### src/rtl/dma_chan_pkg.sv
package dma_chan_pkg;

   typedef enum logic [1:0] {
      SPC_XRAM = 2'd0,
      SPC_SFR  = 2'd1,
      SPC_IRAM = 2'd2
   } space_e;

   typedef enum logic [1:0] {
      ST_IDLE = 2'd0,
      ST_RD   = 2'd1,
      ST_WR   = 2'd2
   } phase_e;

   typedef struct packed {
      logic dst_sp;
      logic dst_inc;
      logic src_sp;
      logic src_inc;
      logic demand;
      logic pace;
      logic done;
      logic go;
   } ctrl_t;

   localparam logic [2:0] OFS_SRC_LO = 3'd0;
   localparam logic [2:0] OFS_SRC_HI = 3'd1;
   localparam logic [2:0] OFS_DST_LO = 3'd2;
   localparam logic [2:0] OFS_DST_HI = 3'd3;
   localparam logic [2:0] OFS_CNT_LO = 3'd4;
   localparam logic [2:0] OFS_CNT_HI = 3'd5;
   localparam logic [2:0] OFS_CTRL   = 3'd6;

   function automatic space_e pick_space(input logic sp, input logic inc);
      if (!sp)     return SPC_XRAM;
      else if (inc) return SPC_IRAM;
      else          return SPC_SFR;
   endfunction

   function automatic logic pick_advance(input logic sp, input logic inc);
      return inc;
   endfunction

endpackage

### src/rtl/dma_chan_agen.sv
module dma_chan_agen
   import dma_chan_pkg::*;
#(
   parameter int ADDR_W  = 16,
   parameter int SHORT_W = 8
) (
   input  logic              clk,
   input  logic              rst_n,
   input  logic              ld_lo,
   input  logic              ld_hi,
   input  logic [7:0]        wdata,
   input  logic              step,
   input  logic              sp_bit,
   input  logic              inc_bit,
   output logic [ADDR_W-1:0] ptr_q,
   output logic [ADDR_W-1:0] bus_addr,
   output space_e            space
);
   localparam int HI_W = ADDR_W - 8;

   logic advance;
   assign space   = pick_space(sp_bit, inc_bit);
   assign advance = pick_advance(sp_bit, inc_bit);

   always_ff @(posedge clk) begin
      if (!rst_n)
         ptr_q <= '0;
      else if (ld_lo)
         ptr_q[7:0] <= wdata;
      else if (ld_hi)
         ptr_q[ADDR_W-1:8] <= wdata[HI_W-1:0];
      else if (step && advance)
         ptr_q <= ptr_q + ADDR_W'(1);
   end

   generate
      if (SHORT_W < ADDR_W) begin : g_narrow
         always_comb begin
            if (space == SPC_XRAM) bus_addr = ptr_q;
            else                   bus_addr = {{(ADDR_W-SHORT_W){1'b0}}, ptr_q[SHORT_W-1:0]};
         end
      end else begin : g_flat
         assign bus_addr = ptr_q;
      end
   endgenerate

   AST_PTR_STEP: assert property (@(posedge clk) disable iff (!rst_n)
      (step && advance && !ld_lo && !ld_hi) |=> ptr_q == ADDR_W'($past(ptr_q) + ADDR_W'(1)));
   AST_PTR_FIXED: assert property (@(posedge clk) disable iff (!rst_n)
      (step && !inc_bit && !ld_lo && !ld_hi) |=> $stable(ptr_q));
   AST_SFR_NO_STEP: assert property (@(posedge clk) disable iff (!rst_n)
      (sp_bit && !inc_bit) |-> space == SPC_SFR);

endmodule

### src/rtl/dma_chan_regs.sv
module dma_chan_regs
   import dma_chan_pkg::*;
#(
   parameter int CNT_W = 16
) (
   input  logic             clk,
   input  logic             rst_n,
   input  logic             we,
   input  logic [2:0]       sel,
   input  logic [7:0]       wdata,
   input  logic             cnt_dec,
   input  logic             fin,
   input  logic             irq_ack,
   output ctrl_t            ctrl,
   output logic [CNT_W-1:0] count
);
   localparam int CHI_W = CNT_W - 8;

   ctrl_t ctrl_n;

   always_comb begin
      ctrl_n = ctrl;
      if (we && sel == OFS_CTRL) ctrl_n = ctrl_t'(wdata);
      else if (irq_ack)          ctrl_n.done = 1'b0;
      if (fin) begin
         ctrl_n.done = 1'b1;
         ctrl_n.go   = 1'b0;
      end
   end

   always_ff @(posedge clk) begin
      if (!rst_n) ctrl <= '0;
      else        ctrl <= ctrl_n;
   end

   always_ff @(posedge clk) begin
      if (!rst_n)
         count <= '0;
      else if (we && sel == OFS_CNT_LO)
         count[7:0] <= wdata;
      else if (we && sel == OFS_CNT_HI)
         count[CNT_W-1:8] <= wdata[CHI_W-1:0];
      else if (cnt_dec)
         count <= count - CNT_W'(1);
   end

   AST_CNT_DOWN: assert property (@(posedge clk) disable iff (!rst_n)
      (cnt_dec && !we) |=> count == CNT_W'($past(count) - CNT_W'(1)));
   AST_FIN_FLAGS: assert property (@(posedge clk) disable iff (!rst_n)
      fin |=> (ctrl.done && !ctrl.go));
   AST_ACK_CLEARS: assert property (@(posedge clk) disable iff (!rst_n)
      (irq_ack && !fin && !we) |=> !ctrl.done);

endmodule

### src/rtl/dma_chan_seq.sv
module dma_chan_seq
   import dma_chan_pkg::*;
(
   input  logic       clk,
   input  logic       rst_n,
   input  logic       go,
   input  logic       demand,
   input  logic       pace,
   input  logic       ext_req,
   input  logic       sp_flag,
   input  logic       cnt_zero,
   input  logic       cnt_one,
   input  logic [7:0] rdata,
   output phase_e     phase,
   output logic [7:0] hold,
   output logic       cnt_dec,
   output logic       step,
   output logic       fin
);
   phase_e phase_n;
   logic   trig;

   assign trig = !demand || (pace ? ext_req : sp_flag);

   always_comb begin
      phase_n = phase;
      cnt_dec = 1'b0;
      step    = 1'b0;
      fin     = 1'b0;
      unique case (phase)
         ST_IDLE: begin
            if (go) begin
               if (cnt_zero)  fin = 1'b1;
               else if (trig) phase_n = ST_RD;
            end
         end
         ST_RD: phase_n = ST_WR;
         ST_WR: begin
            cnt_dec = 1'b1;
            step    = 1'b1;
            if (cnt_one) begin
               fin     = 1'b1;
               phase_n = ST_IDLE;
            end else if (!demand && pace) begin
               phase_n = ST_RD;
            end else begin
               phase_n = ST_IDLE;
            end
         end
         default: phase_n = ST_IDLE;
      endcase
   end

   always_ff @(posedge clk) begin
      if (!rst_n) phase <= ST_IDLE;
      else        phase <= phase_n;
   end

   always_ff @(posedge clk) begin
      if (!rst_n)              hold <= '0;
      else if (phase == ST_RD) hold <= rdata;
   end

   AST_RD_THEN_WR: assert property (@(posedge clk) disable iff (!rst_n)
      (phase == ST_RD) |=> (phase == ST_WR));
   AST_NO_GO_NO_RD: assert property (@(posedge clk) disable iff (!rst_n)
      (phase == ST_IDLE && !go) |=> (phase == ST_IDLE));
   AST_ALT_RELEASE: assert property (@(posedge clk) disable iff (!rst_n)
      (phase == ST_WR && !demand && !pace) |=> (phase == ST_IDLE));
   AST_BURST_HOLD: assert property (@(posedge clk) disable iff (!rst_n)
      (phase == ST_WR && !demand && pace && !cnt_one) |=> (phase == ST_RD));
   AST_SP_GATE: assert property (@(posedge clk) disable iff (!rst_n)
      (phase == ST_IDLE && demand && !pace && !sp_flag) |=> (phase == ST_IDLE));
   AST_EXT_GATE: assert property (@(posedge clk) disable iff (!rst_n)
      (phase == ST_IDLE && demand && pace && !ext_req) |=> (phase == ST_IDLE));
   AST_ZERO_NO_RD: assert property (@(posedge clk) disable iff (!rst_n)
      (phase == ST_IDLE && cnt_zero) |=> (phase == ST_IDLE));

endmodule

### src/rtl/dma_chan.sv
module dma_chan
   import dma_chan_pkg::*;
#(
   parameter int ADDR_W  = 16,
   parameter int SHORT_W = 8,
   parameter int CNT_W   = 16
) (
   input  logic        clk,
   input  logic        rst_n,
   input  logic        cfg_we,
   input  logic [2:0]  cfg_sel,
   input  logic [7:0]  cfg_wdata,
   output logic [7:0]  cfg_rdata,
   input  logic        ext_req,
   input  logic        sp_flag,
   input  logic        irq_ack,
   output logic        irq,
   output logic        bus_own,
   output logic        mem_rd,
   output logic        mem_wr,
   output logic [1:0]  mem_space,
   output logic [15:0] mem_addr,
   output logic [7:0]  mem_wdata,
   input  logic [7:0]  mem_rdata
);
   localparam int NPTR = 2;
   localparam int IDX_SRC = 0;
   localparam int IDX_DST = 1;

   if (ADDR_W < 9 || ADDR_W > 16) begin : g_bad_addr
      $error("dma_chan: ADDR_W must lie in 9..16");
   end
   if (SHORT_W < 1 || SHORT_W > 8) begin : g_bad_short
      $error("dma_chan: SHORT_W must lie in 1..8");
   end
   if (CNT_W < 9 || CNT_W > 16) begin : g_bad_cnt
      $error("dma_chan: CNT_W must lie in 9..16");
   end

   ctrl_t            ctrl;
   logic [CNT_W-1:0] count;
   phase_e           phase;
   logic [7:0]       hold;
   logic             cnt_dec, step, fin;

   logic [ADDR_W-1:0] ptr_q   [NPTR];
   logic [ADDR_W-1:0] ptr_bus [NPTR];
   space_e            ptr_spc [NPTR];
   logic [NPTR-1:0]   sp_bits, inc_bits;

   assign sp_bits  = {ctrl.dst_sp,  ctrl.src_sp};
   assign inc_bits = {ctrl.dst_inc, ctrl.src_inc};

   dma_chan_regs #(.CNT_W(CNT_W)) u_regs (
      .clk     (clk),
      .rst_n   (rst_n),
      .we      (cfg_we),
      .sel     (cfg_sel),
      .wdata   (cfg_wdata),
      .cnt_dec (cnt_dec),
      .fin     (fin),
      .irq_ack (irq_ack),
      .ctrl    (ctrl),
      .count   (count)
   );

   generate
      for (genvar gi = 0; gi < NPTR; gi++) begin : g_ptr
         localparam logic [2:0] BASE = 3'(2 * gi);
         dma_chan_agen #(.ADDR_W(ADDR_W), .SHORT_W(SHORT_W)) u_agen (
            .clk      (clk),
            .rst_n    (rst_n),
            .ld_lo    (cfg_we && cfg_sel == BASE),
            .ld_hi    (cfg_we && cfg_sel == BASE + 3'd1),
            .wdata    (cfg_wdata),
            .step     (step),
            .sp_bit   (sp_bits[gi]),
            .inc_bit  (inc_bits[gi]),
            .ptr_q    (ptr_q[gi]),
            .bus_addr (ptr_bus[gi]),
            .space    (ptr_spc[gi])
         );
      end
   endgenerate

   dma_chan_seq u_seq (
      .clk      (clk),
      .rst_n    (rst_n),
      .go       (ctrl.go),
      .demand   (ctrl.demand),
      .pace     (ctrl.pace),
      .ext_req  (ext_req),
      .sp_flag  (sp_flag),
      .cnt_zero (count == '0),
      .cnt_one  (count == CNT_W'(1)),
      .rdata    (mem_rdata),
      .phase    (phase),
      .hold     (hold),
      .cnt_dec  (cnt_dec),
      .step     (step),
      .fin      (fin)
   );

   logic [15:0] src16, dst16, cnt16;
   assign src16 = 16'(ptr_q[IDX_SRC]);
   assign dst16 = 16'(ptr_q[IDX_DST]);
   assign cnt16 = 16'(count);

   always_comb begin
      unique case (cfg_sel)
         OFS_SRC_LO: cfg_rdata = src16[7:0];
         OFS_SRC_HI: cfg_rdata = src16[15:8];
         OFS_DST_LO: cfg_rdata = dst16[7:0];
         OFS_DST_HI: cfg_rdata = dst16[15:8];
         OFS_CNT_LO: cfg_rdata = cnt16[7:0];
         OFS_CNT_HI: cfg_rdata = cnt16[15:8];
         OFS_CTRL:   cfg_rdata = ctrl;
         default:    cfg_rdata = 8'h00;
      endcase
   end

   assign irq       = ctrl.done;
   assign mem_rd    = (phase == ST_RD);
   assign mem_wr    = (phase == ST_WR);
   assign bus_own   = (phase != ST_IDLE);
   assign mem_wdata = hold;
   assign mem_addr  = 16'(mem_wr ? ptr_bus[IDX_DST] : ptr_bus[IDX_SRC]);
   assign mem_space = mem_wr ? ptr_spc[IDX_DST] : ptr_spc[IDX_SRC];

   AST_ONE_STROBE: assert property (@(posedge clk) disable iff (!rst_n)
      $onehot0({mem_rd, mem_wr}));
   AST_WDATA_IS_READ: assert property (@(posedge clk) disable iff (!rst_n)
      mem_rd |=> (mem_wr && mem_wdata == $past(mem_rdata)));
   AST_IRQ_ON_LAST: assert property (@(posedge clk) disable iff (!rst_n)
      (mem_wr && count == CNT_W'(1)) |=> (irq && count == '0));

endmodule

### config.mk
export PLATFORM = sky130hd
export DESIGN_NAME = dma_chan
export DESIGN_NICKNAME = d
export VERILOG_FILES = /design/src/rtl/dma_chan_pkg.sv /design/src/rtl/dma_chan_agen.sv /design/src/rtl/dma_chan_regs.sv /design/src/rtl/dma_chan_seq.sv /design/src/rtl/dma_chan.sv
export SDC_FILE = /design/constraint.sdc
export NUM_CORES = 1
export LEC_CHECK = 0
export BUFFER_PORTS_ARGS = -buffer_cell sky130_fd_sc_hd__buf_2
export CORE_UTILIZATION = 30
export DETAILED_ROUTE_END_ITERATION = 10
export MAX_ROUTING_LAYER = met4
export PLACE_DENSITY = 0.5
export SLEW_MARGIN = 20
export SYNTH_ARGS = -nofsm -noshare
export SYNTH_HDL_FRONTEND = slang
export SYNTH_SLANG_ARGS = --single-unit
### constraint.sdc
create_clock -name clk -period 2.1 [get_ports clk]
set_clock_uncertainty 0.15 [all_clocks]
set_input_delay 0.42 -clock clk [delete_from_list [all_inputs] [get_ports clk]]
set_output_delay 0.42 -clock clk [all_outputs]
set_load 0.02 [all_outputs]
# --- After elaboration in Yosys (flattened, before gate mapping) ---
# Index checks and enable logic that the tools add are counted.
totals:
  register_bits: 66
  latch_bits: 0
  ram_bits: 0
  rom_bits: 0
  input_bits: 25
  elab_cells: 108
  n_memories: 0
classes:
  addsub: 3
  multipliers: 0
  div_mod_pow: 0
  magnitude_cmp: 0
  n_eq_ne: 15
  shift: 0
  mux: 37
  bitwise: 4
  n_reduce_logical: 33
op_table:
  columns: ["operator", "n"]
  rows:
  - ["$mux W16", 6]
  - ["$mux W8", 9]
  - ["$pmux W8 S7", 1]
  - ["$add A16 B1 Y16 const B", 2]
  - ["$mux W2", 10]
  - ["$eq A16 B1 Y1 const B", 1]
  - ["$logic_not A16 Y1", 1]
  - ["$sub A16 B1 Y16 const B", 1]
  - ["$reduce_bool A2 Y1", 7]
  - ["$reduce_and A2 Y1", 6]
  - ["$logic_and A1 B1 Y1", 10]
  - ["$eq A3 B3 Y1 const B", 3]
  - ["$mux W1", 9]
  - ["$ne A2 B1 Y1 const B", 4]
  - ["$eq A3 B2 Y1 const B", 2]
  - ["$logic_not A2 Y1", 3]
  - ["$pmux W2 S3", 1]
  - ["$ne A2 B2 Y1 const B", 2]
  - ["$not A1 Y1", 4]
  - ["$eq A3 B1 Y1 const B", 1]
  - ["$logic_not A3 Y1", 1]
  - ["$reduce_and A3 Y1", 1]
  - ["$reduce_bool A3 Y1", 1]
  - ["$eq A2 B1 Y1 const B", 1]
  - ["other kinds (5)", 5]

# --- Depth between registers and ports, before layout ---
# Gate-level depths: netlist (run 1).
depth:
  depth_word: 6
  depth_mapped: 7
  depth_no_buf: 5

# --- By module ---
# From an unflattened synthesis (run 1), not the netlist that was laid out.
hier_totals:
  cells_unflattened: 585
  area_unflattened_um2: 4833.4
modules_own_cells:
  columns: ["mod", "instances", "cells_each", "area_each_um2"]
  rows:
  - ["dma_chan_agen", 2, 147, 1129.8]
  - ["dma_chan_regs", 1, 136, 1243.7]
  - ["dma_chan", 1, 104, 855.8]
  - ["dma_chan_seq", 1, 51, 474.2]

# --- Worst setup path before layout (run 1) ---
# Ideal clock, no wire load.
synth_path:
  kind: "input -> output"
  start: "input cfg_sel[0]"
  end: "output cfg_rdata[0]"
  arrival_time_ps: 1644
  slack_ps: -114
  stages: 5
  path_cell_list: "buf_2 > buf_2 > buf_2 > mux4_2 > mux2_2"
synth_between:
  elab_chain_cells: 2
synth_rtl:
  columns: ["element", "line", "rtl"]
  rows:
  - ["start: declaration", "dma_chan.sv:11", "input logic [2:0] cfg_sel,"]
  - ["$eq A3 B3 Y1 (tied with other cells)", "dma_chan.sv:110", "unique case (cfg_sel)"]
  - ["$pmux W8 S7 *", "dma_chan.sv:110", null]
  - ["end: declaration", "dma_chan.sv:13", "output logic [7:0] cfg_rdata,"]
# Every way passes the cells marked *; elsewhere a longest branch is shown, timed or not.

# --- Worst setup path after layout (run 1) ---
layout_path:
  start: "register g_ptr[0].u_agen.ptr_q[0]"
  end: "output cfg_rdata[0]"
layout_between:
  elab_chain_cells: 1
layout_rtl:
  columns: ["element", "line", "rtl"]
  rows:
  - ["start: declaration", "dma_chan_agen.sv:15", "output logic [ADDR_W-1:0] ptr_q,"]
  - ["start signal: assignment", "dma_chan_agen.sv:29", "ptr_q[7:0] <= wdata;"]
  - ["start signal: indexed assignment", "dma_chan_agen.sv:31", "ptr_q[ADDR_W-1:8] <= wdata[HI_W-1:0];"]
  - ["start signal: assignment", "dma_chan_agen.sv:33", "ptr_q <= ptr_q + ADDR_W'(1);"]
  - ["$pmux W8 S7", "dma_chan.sv:110", null]
# No other way between the ends.

==> results of run 1 <==
[cell families (layout without fill, tap and decap cells)]
family,after synthesis,count (layout),share of synthesized area (%)
flip-flops,66,66,28.5
AND/OR/NAND/NOR,277,277,32.1
XOR/XNOR,5,5,0.944
buffers and inverters,61,191,5.99
multiplexers,21,21,5.31
adder cells (fa/ha/maj),4,4,1.08
AO/OA/AOI/OAI,186,186,26.1
[worst max-delay path, cell delays in order, from the launching register on]
cell and delay, ns:
dfxtp_4 0.36, mux4_2 0.49, mux2_4 0.31, buf_6 0.13
[synth_stat cells (3+ instances only)]
| library cell | number |
|---|---|
| nand2_1 | 98 |
| dfxtp_1 | 66 |
| a21oi_1 | 48 |
| o21ai_0 | 38 |
| nor2_1 | 31 |
| clkbuf_1 | 30 |
| nand3_1 | 23 |
| nand3b_1 | 21 |
| nor3_1 | 16 |
| and2_1 | 15 |
| nand4_1 | 14 |
| mux2i_1 | 13 |
| buf_2 | 12 |
| a22oi_1 | 11 |
| a31oi_1 | 10 |
| inv_1 | 10 |
| nor4_1 | 10 |
| o21a_1 | 8 |
| o221ai_1 | 8 |
| o22ai_1 | 8 |
| a211oi_1 | 7 |
| a311oi_1 | 7 |
| mux2_2 | 6 |
| or3_1 | 6 |
| o31a_1 | 5 |
| a21o_1 | 4 |
| a221oi_1 | 4 |
| a22o_1 | 4 |
| ha_1 | 4 |
| nand4b_1 | 4 |
| nor2b_1 | 4 |
| o311ai_0 | 4 |
| o31ai_1 | 4 |
| o41ai_1 | 4 |
| or4_1 | 4 |
| xor2_1 | 4 |
| a31o_2 | 3 |
| and3_1 | 3 |
| buf_1 | 3 |
| nand2b_1 | 3 |
[per-stage QoR]
stage          power (mW)  worst slack [ns]  hold WS [ns]  TNS, ns
6_report             3.79            -0.100         0.160   -0.229
5_1_grt              3.91           -0.0956         0.168   -0.281
4_1_cts              3.79            -0.109         0.155   -0.254
3_5_place_dp         1.96            -0.193         0.299    -3.85
3_3_place_gp         1.96            -0.172         0.294    -2.70
2_1_floorplan        1.70           -0.0641         0.307   -0.205
[final timing paths]
| path | slack, ns | cells past startpoint | end | from |
|---|---|---|---|---|
| min | 0.16 | 3 | u_seq.hold[5] | mem_rdata[5] |
| min reg2reg | 0.30 | 2 | u_seq.hold[3] | u_seq.hold[3] |
| max | -0.10 | 3 | cfg_rdata[0] | g_ptr[0].u_agen.ptr_q[0] |
| max reg2reg | 0.06 | 5 | g_ptr[0].u_agen.ptr_q[13] | g_ptr[0].u_agen.ptr_q[0] |
[layer usage]
layer	part of all wire, %	up-vias	global-route usage [%]
li1	-	2591	-
met1	44	2619	31.8
met2	45	230	36.7
met3	6.1	56	2.49
met4	5.3	0	14.1
met5	0	-	-
[power groups by stage]
stage	registers (mW)	clock network, mW	logic [mW]
floorplan	1.36	0	0.337
global placement	1.38	0	0.580
detailed placement	1.38	0	0.583
CTS	1.35	1.83	0.616
global route	1.35	1.88	0.685
finish	1.35	1.80	0.638
[sequential cells by signal, indices dropped and copies added (netlist names)]
| register | cells |
|---|---|
| g_ptr.u_agen.ptr_q | 32 |
| u_regs.count | 16 |
| u_regs.ctrl | 8 |
| u_seq.hold | 8 |
| u_seq.phase | 2 |
[what timing repair did]
action,4_1_cts,5_1_grt
setup endpoints to repair,25,13
buffers inserted,7,1
endpoints found under the hold margin,0,0
resized for setup,55,18
pin swaps,3,6
[layout make-up]
| type | instances | area (sq um) | share of cell area (%) |
|---|---|---|---|
| tap | 188 | 235 | 3.70 |
| timing repair buffer | 163 | 1180 | 18.5 |
| multi-input combinational | 493 | 3190 | 50.2 |
| inverter | 12 | 45.0 | 0.709 |
| clock inverter | 6 | 113 | 1.77 |
| clock buffer | 10 | 239 | 3.76 |
| sequential | 66 | 1350 | 21.3 |
==> reports/qor.txt, run 1 <==
=====================================================================================
Mean routed wirelength per cell ........................................ 19.9 microns
Total iterations of the first detailed-routing run .....................            7
Worst slew margin relative to its limit ................................        61.5%
Reg clk slew, reported paths ...........................................      0.06 ns
Post-layout min period .................................................      2.20 ns
Antenna violations before repair .......................................            0
Diode count ............................................................            0
Least-Margin Pin Slew ..................................................     0.574 ns
Dominant cells by area after synthesis ................................. dfxtp_1, nand2_1, a21oi_1, o21ai_0, nand3b_1
Top cell type's share of synthesized area ..............................        28.5%
Global-route wire length before repair .................................      29.0 mm
Final cell count without fillers .......................................          938
Num rows ...............................................................           45
Total Routing Usage GR .................................................        24.4%
Syn Nets ...............................................................          649
Most used cells in the layout excluding fill and tap cells ............. buf_4, nand2_1, dfxtp_1, buf_2, a21oi_1
Pleak ..................................................................      2.52 nW
Data arrival time of the worst path ....................................      1.63 ns
Post-route antenna net violation count .................................            0
Critical path data required time .......................................      1.53 ns
Remaining global-route overflow ........................................            0
Number of buffers added on ports .......................................           62
Die footprint .......................................................... 0.0160 sq mm
Maximum ir drop on the vdd rail ........................................       303 uV
Floorplan core area .................................................... 0.0151 sq mm
Fraction of power spent switching nets .................................        27.1%
Clock network latency to the later pin of the worst-skew pair ..........      0.34 ns
Netlist area before placement .......................................... 0.00464 sq mm
Yosys cell types .......................................................           75
Classification of the worst-slack hold path ............................ primary input to register
Highest Clock Rate .....................................................      455 MHz
Maximum capacitance violations .........................................            0
Final non-filler cell area ............................................. 0.00635 sq mm
CTS tree ...............................................................        built
DR vias ................................................................         5496
Iter 0 DRT Violations ..................................................          496
Vertical die dimension .................................................  126 microns
Number of endpoints failing setup at the final stage ...................            3
Layout cell share with drive strength beyond 1 .........................        31.6%
Die width ..............................................................  126 microns
Detail-routed via count per cell .......................................         5.86
Hold Buf Count CTS .....................................................            0
Critical path type ..................................................... register to output pin
Final net count ........................................................          774
Crit Path Max Fanout ...................................................            2
RSZ-0062 raised after global routing ...................................          yes
Element type at the critical path start ................................     register
Share of the core filled with cells ....................................        41.9%
Fin worst setup slack ..................................................    -0.100 ns
Number of placed I/O pins ..............................................           63
Power share of the sequential group ....................................        35.6%
Int Pwr ................................................................      2.76 mW
Switching power ........................................................      1.03 mW
Ratio of final minimum period to clock period ..........................         105%
Routability congestion estimate ........................................        0.915
Count of final max-slew check failures .................................            0
DRT Wirelength .........................................................      18.7 mm
Leading register cell type out of synthesis ............................      dfxtp_1
Root buffer cell .......................................................    clkbuf_16
Async S/R FF share, synth ..............................................           0%
Count of placed standard cells including taps ..........................          915
Yosys warning total ....................................................            0
Placed wire-length estimate after detailed placement ...................      13.5 mm
Maximum root-to-sink buffer count ......................................            2
Number of H-tree branching levels ......................................            3
Run status ............................................................. complete, but fails checks
Share of power burned in the clock network .............................        47.6%
Kind of end point of the critical path .................................   output pin
Area growth syn-to-layout ..............................................        36.8%
Power density relative to cell area ....................................  596 mW/mm^2
Most frequent standard cell in the layout excluding fill and tap cells .        buf_4
Cells after Synth ......................................................          620
Comb pwr share .........................................................        16.9%
Violations in the final reports ........................................ negative setup slack
Endpoints failing hold .................................................            0
Maximum number of pins on one net before global-route repair ...........           25
Yosys reg bits .........................................................           66
DRC errors left ........................................................            0
Fill cell instance count of the final layout ...........................         1509
Instance area after placement .......................................... 0.00570 sq mm
Number of clock sinks ..................................................           66
Starting utilization of the core area ..................................        30.6%
Mean Syn Cell Area .....................................................   7.49 sq um
Count of flip-flops with a built-in enable after synthesis .............            0
Vias in the first global route .........................................         5127
Cell taking the most area after synthesis ..............................      dfxtp_1
Sequential cell area fraction in the yosys report ......................        28.5%
Number of CTS-inserted buffers .........................................            9
=====================================================================================
Power figures use the tool's default switching activity.
==> run 2, diff against run 1 <==
- CORE_UTILIZATION: 30 -> 50
- PLACE_DENSITY: 0.5 -> 0.75
==> reports/qor.txt, run 2 (same netlist as run 1, synthesis figures left out) <==
=====================================================================================
Classification of the worst-slack hold path ............................ primary input to register   unchanged
Data arrival time of the worst path ....................................      1.62 ns   was 1.63 ns
Run status ............................................................. complete, but fails checks   unchanged
Iter 0 DRT Violations ..................................................          584   was 496
Critical path type ..................................................... register to output pin   unchanged
Placed wire-length estimate after detailed placement ...................      12.7 mm   was 13.5 mm
RSZ-0062 raised after global routing ...................................          yes   unchanged
Maximum capacitance violations .........................................            0   unchanged
Remaining global-route overflow ........................................            0   unchanged
Highest Clock Rate .....................................................      457 MHz   was 455 MHz
Worst setup slack before clock tree synthesis ..........................    -0.178 ns   was -0.193 ns
Die footprint .......................................................... 0.00967 sq mm   was 0.0160 sq mm
Most used cells in the layout excluding fill and tap cells ............. buf_4, nand2_1, dfxtp_1, a21oi_1, buf_2   was buf_4, nand2_1, dfxtp_1, buf_2, a21oi_1
Area taken by multi-input logic gates .................................. 0.00322 sq mm   was 0.00319 sq mm
Number of placed I/O pins ..............................................           63   unchanged
Total iterations of the first detailed-routing run .....................            8   was 7
Mean routed wirelength per cell ........................................ 21.3 microns   was 19.9 microns
Fill cell instance count of the final layout ...........................          772   was 1509
Die width .............................................................. 98.3 microns   was 126 microns
Number of buffers added on ports .......................................           62   unchanged
Num rows ...............................................................           34   was 45
Crit Path Max Fanout ...................................................            2   unchanged
Element type at the critical path start ................................     register   unchanged
Logic depth of the worst setup path including buffers ..................            3   unchanged
Root buffer cell .......................................................     clkbuf_8   was clkbuf_16
Max reg flops ..........................................................           32   unchanged
Total power of the final layout ........................................      3.26 mW   was 3.79 mW
Detail-routed via count per cell .......................................         6.62   was 5.86
Maximum root-to-sink buffer count ......................................            2   unchanged
Endpoints failing hold .................................................            0   unchanged
Number of H-tree branching levels ......................................            3   unchanged
Kind of end point of the critical path .................................   output pin   unchanged
Worst slew margin relative to its limit ................................        62.0%   was 61.5%
Maximum ir drop on the vdd rail ........................................       300 uV   was 303 uV
Crit path max-delay family ............................................. multiplexers   unchanged
List of cells traversed by the critical path ........................... mux4_2, mux2_4, buf_6   unchanged
CTS tree ...............................................................        built   unchanged
Floorplan core area .................................................... 0.00885 sq mm   was 0.0151 sq mm
Buffer and inverter count on the worst path ............................            1   unchanged
Post-route antenna net violation count .................................            0   unchanged
Number of endpoints failing setup at the final stage ...................            9   was 3
Largest registers ...................................................... g_ptr.u_agen.ptr_q (32), u_regs.count (16)   unchanged
Maximum cell stage delay along the critical path .......................      0.46 ns   was 0.49 ns
DR vias ................................................................         5664   was 5496
Power density relative to cell area ....................................  527 mW/mm^2   was 596 mW/mm^2
Count of final max-slew check failures .................................            0   unchanged
Area growth syn-to-layout ..............................................        33.3%   was 36.8%
Post-layout min period .................................................      2.19 ns   was 2.20 ns
Pleak ..................................................................      2.43 nW   was 2.52 nW
Cells on worst reg2reg path ............................................            5   unchanged
Antenna violations before repair .......................................            1   was 0
Total Routing Usage GR .................................................        39.1%   was 24.4%
Number of CTS-inserted buffers .........................................            9   unchanged
Register name with the most flops ...................................... g_ptr.u_agen.ptr_q   unchanged
Violations in the final reports ........................................ negative setup slack   unchanged
Reg clk slew, reported paths ...........................................      0.08 ns   was 0.06 ns
Fin worst setup slack ..................................................   -0.0901 ns   was -0.100 ns
Number of clock sinks ..................................................           66   unchanged
Ratio of final minimum period to clock period ..........................         104%   was 105%
Vertical die dimension ................................................. 98.3 microns   was 126 microns
Least-Margin Pin Slew ..................................................     0.566 ns   was 0.574 ns
Vias in the first global route .........................................         5264   was 5127
Global-route wire length before repair .................................      28.4 mm   was 29.0 mm
Layout cell share with drive strength beyond 1 .........................        33.6%   was 31.6%
Worst Hold Path Cells ..................................................            3   unchanged
Critical path data required time .......................................      1.53 ns   about the same
DRC errors left ........................................................            0   unchanged
R2r startpoint ......................................................... g_ptr[1].u_agen.ptr_q[2]   was g_ptr[0].u_agen.ptr_q[0]
Routability congestion estimate ........................................         1.02   was 0.915
Most frequent standard cell in the layout excluding fill and tap cells .        buf_4   unchanged
Slowest cell on the critical path ......................................       mux4_2   unchanged
Launch instance of the worst min-delay path ............................ mem_rdata[4]   was mem_rdata[5]
Total Negative Setup Slacks ............................................    -0.343 ns   was -0.229 ns
Clock network latency to the later pin of the worst-skew pair ..........      0.36 ns   was 0.34 ns
Critical Path Source ................................................... g_ptr[0].u_agen.ptr_q[8]   was g_ptr[0].u_agen.ptr_q[0]
Reg area ............................................................... 0.00137 sq mm   was 0.00135 sq mm
DRT Wirelength .........................................................      18.3 mm   was 18.7 mm
Maximum number of pins on one net before global-route repair ...........           25   unchanged
Final net count ........................................................          771   was 774
Starting utilization of the core area ..................................        52.4%   was 30.6%
=====================================================================================
run 2: final timing paths:
path                                                   to  slack (ns)
worst max-delay path                         cfg_rdata[0]       -0.09
worst min-delay path                        u_seq.hold[4]        0.14
worst max register to register  g_ptr[1].u_agen.ptr_q[15]        0.08
worst min register to register              u_seq.hold[6]        0.32
run 2: power by group:
| part | total [mW] | switching [mW] | internal, mW |
|---|---|---|---|
| sequential | 1.34 | 0.0584 | 1.28 |
| clock | 1.27 | 0.595 | 0.679 |
| combinational | 0.645 | 0.366 | 0.279 |
| total | 3.26 | 1.02 | 2.24 |
run 2: area by class of cell:
class                   instances  area share (%)
diodes                          1          0.0404
clock buffers                   9            2.00
clock inverters                 7            1.64
inverters                      12           0.789
multi-input cells             493            52.0
flip-flops and latches         66            22.2
well taps                     108            2.18
repair buffers                160            19.2
run 2: worst reg2reg max path, cell delays in order (launching register included):
cell and delay (ns):
dfxtp_4 0.37, buf_4 0.11, nand4_2 0.13, or4_4 0.62, or4_1 0.48, o211ai_1 0.09
run 2: per-stage QoR:
stage / hold WS [ns] / cells / util, % / cell area (sq um)
2_1_floorplan: 0.307 / 620 / - / 4660
3_3_place_gp: 0.291 / 824 / 62.1 / 5500
3_5_place_dp: 0.309 / 824 / 62.1 / 5500
4_1_cts: 0.131 / 854 / 67.7 / 5990
5_1_grt: 0.147 / 856 / 69.9 / 6190
6_report: 0.139 / 856 / 69.9 / 6190
run 2: metal layers:
| metal | vias up | track usage, % | wire length [microns] |
|---|---|---|---|
| met5 | - | - | 0 |
| met3 | 73 | 6.59 | 1830 |
| met4 | 0 | 22.0 | 953 |
| met2 | 365 | 57.6 | 8030 |
| li1 | 2568 | - | - |
| met1 | 2658 | 50.7 | 7460 |
run 2: timing repair:
item                                    4_1_cts  5_1_grt
endpoints found under the hold margin         0        0
hold buffers                                  0        0
endpoints found under the setup margin       27       25
cloned                                        1        0
resized for setup                            59       57
setup buffers                                13        2
pin swaps                                     5        8
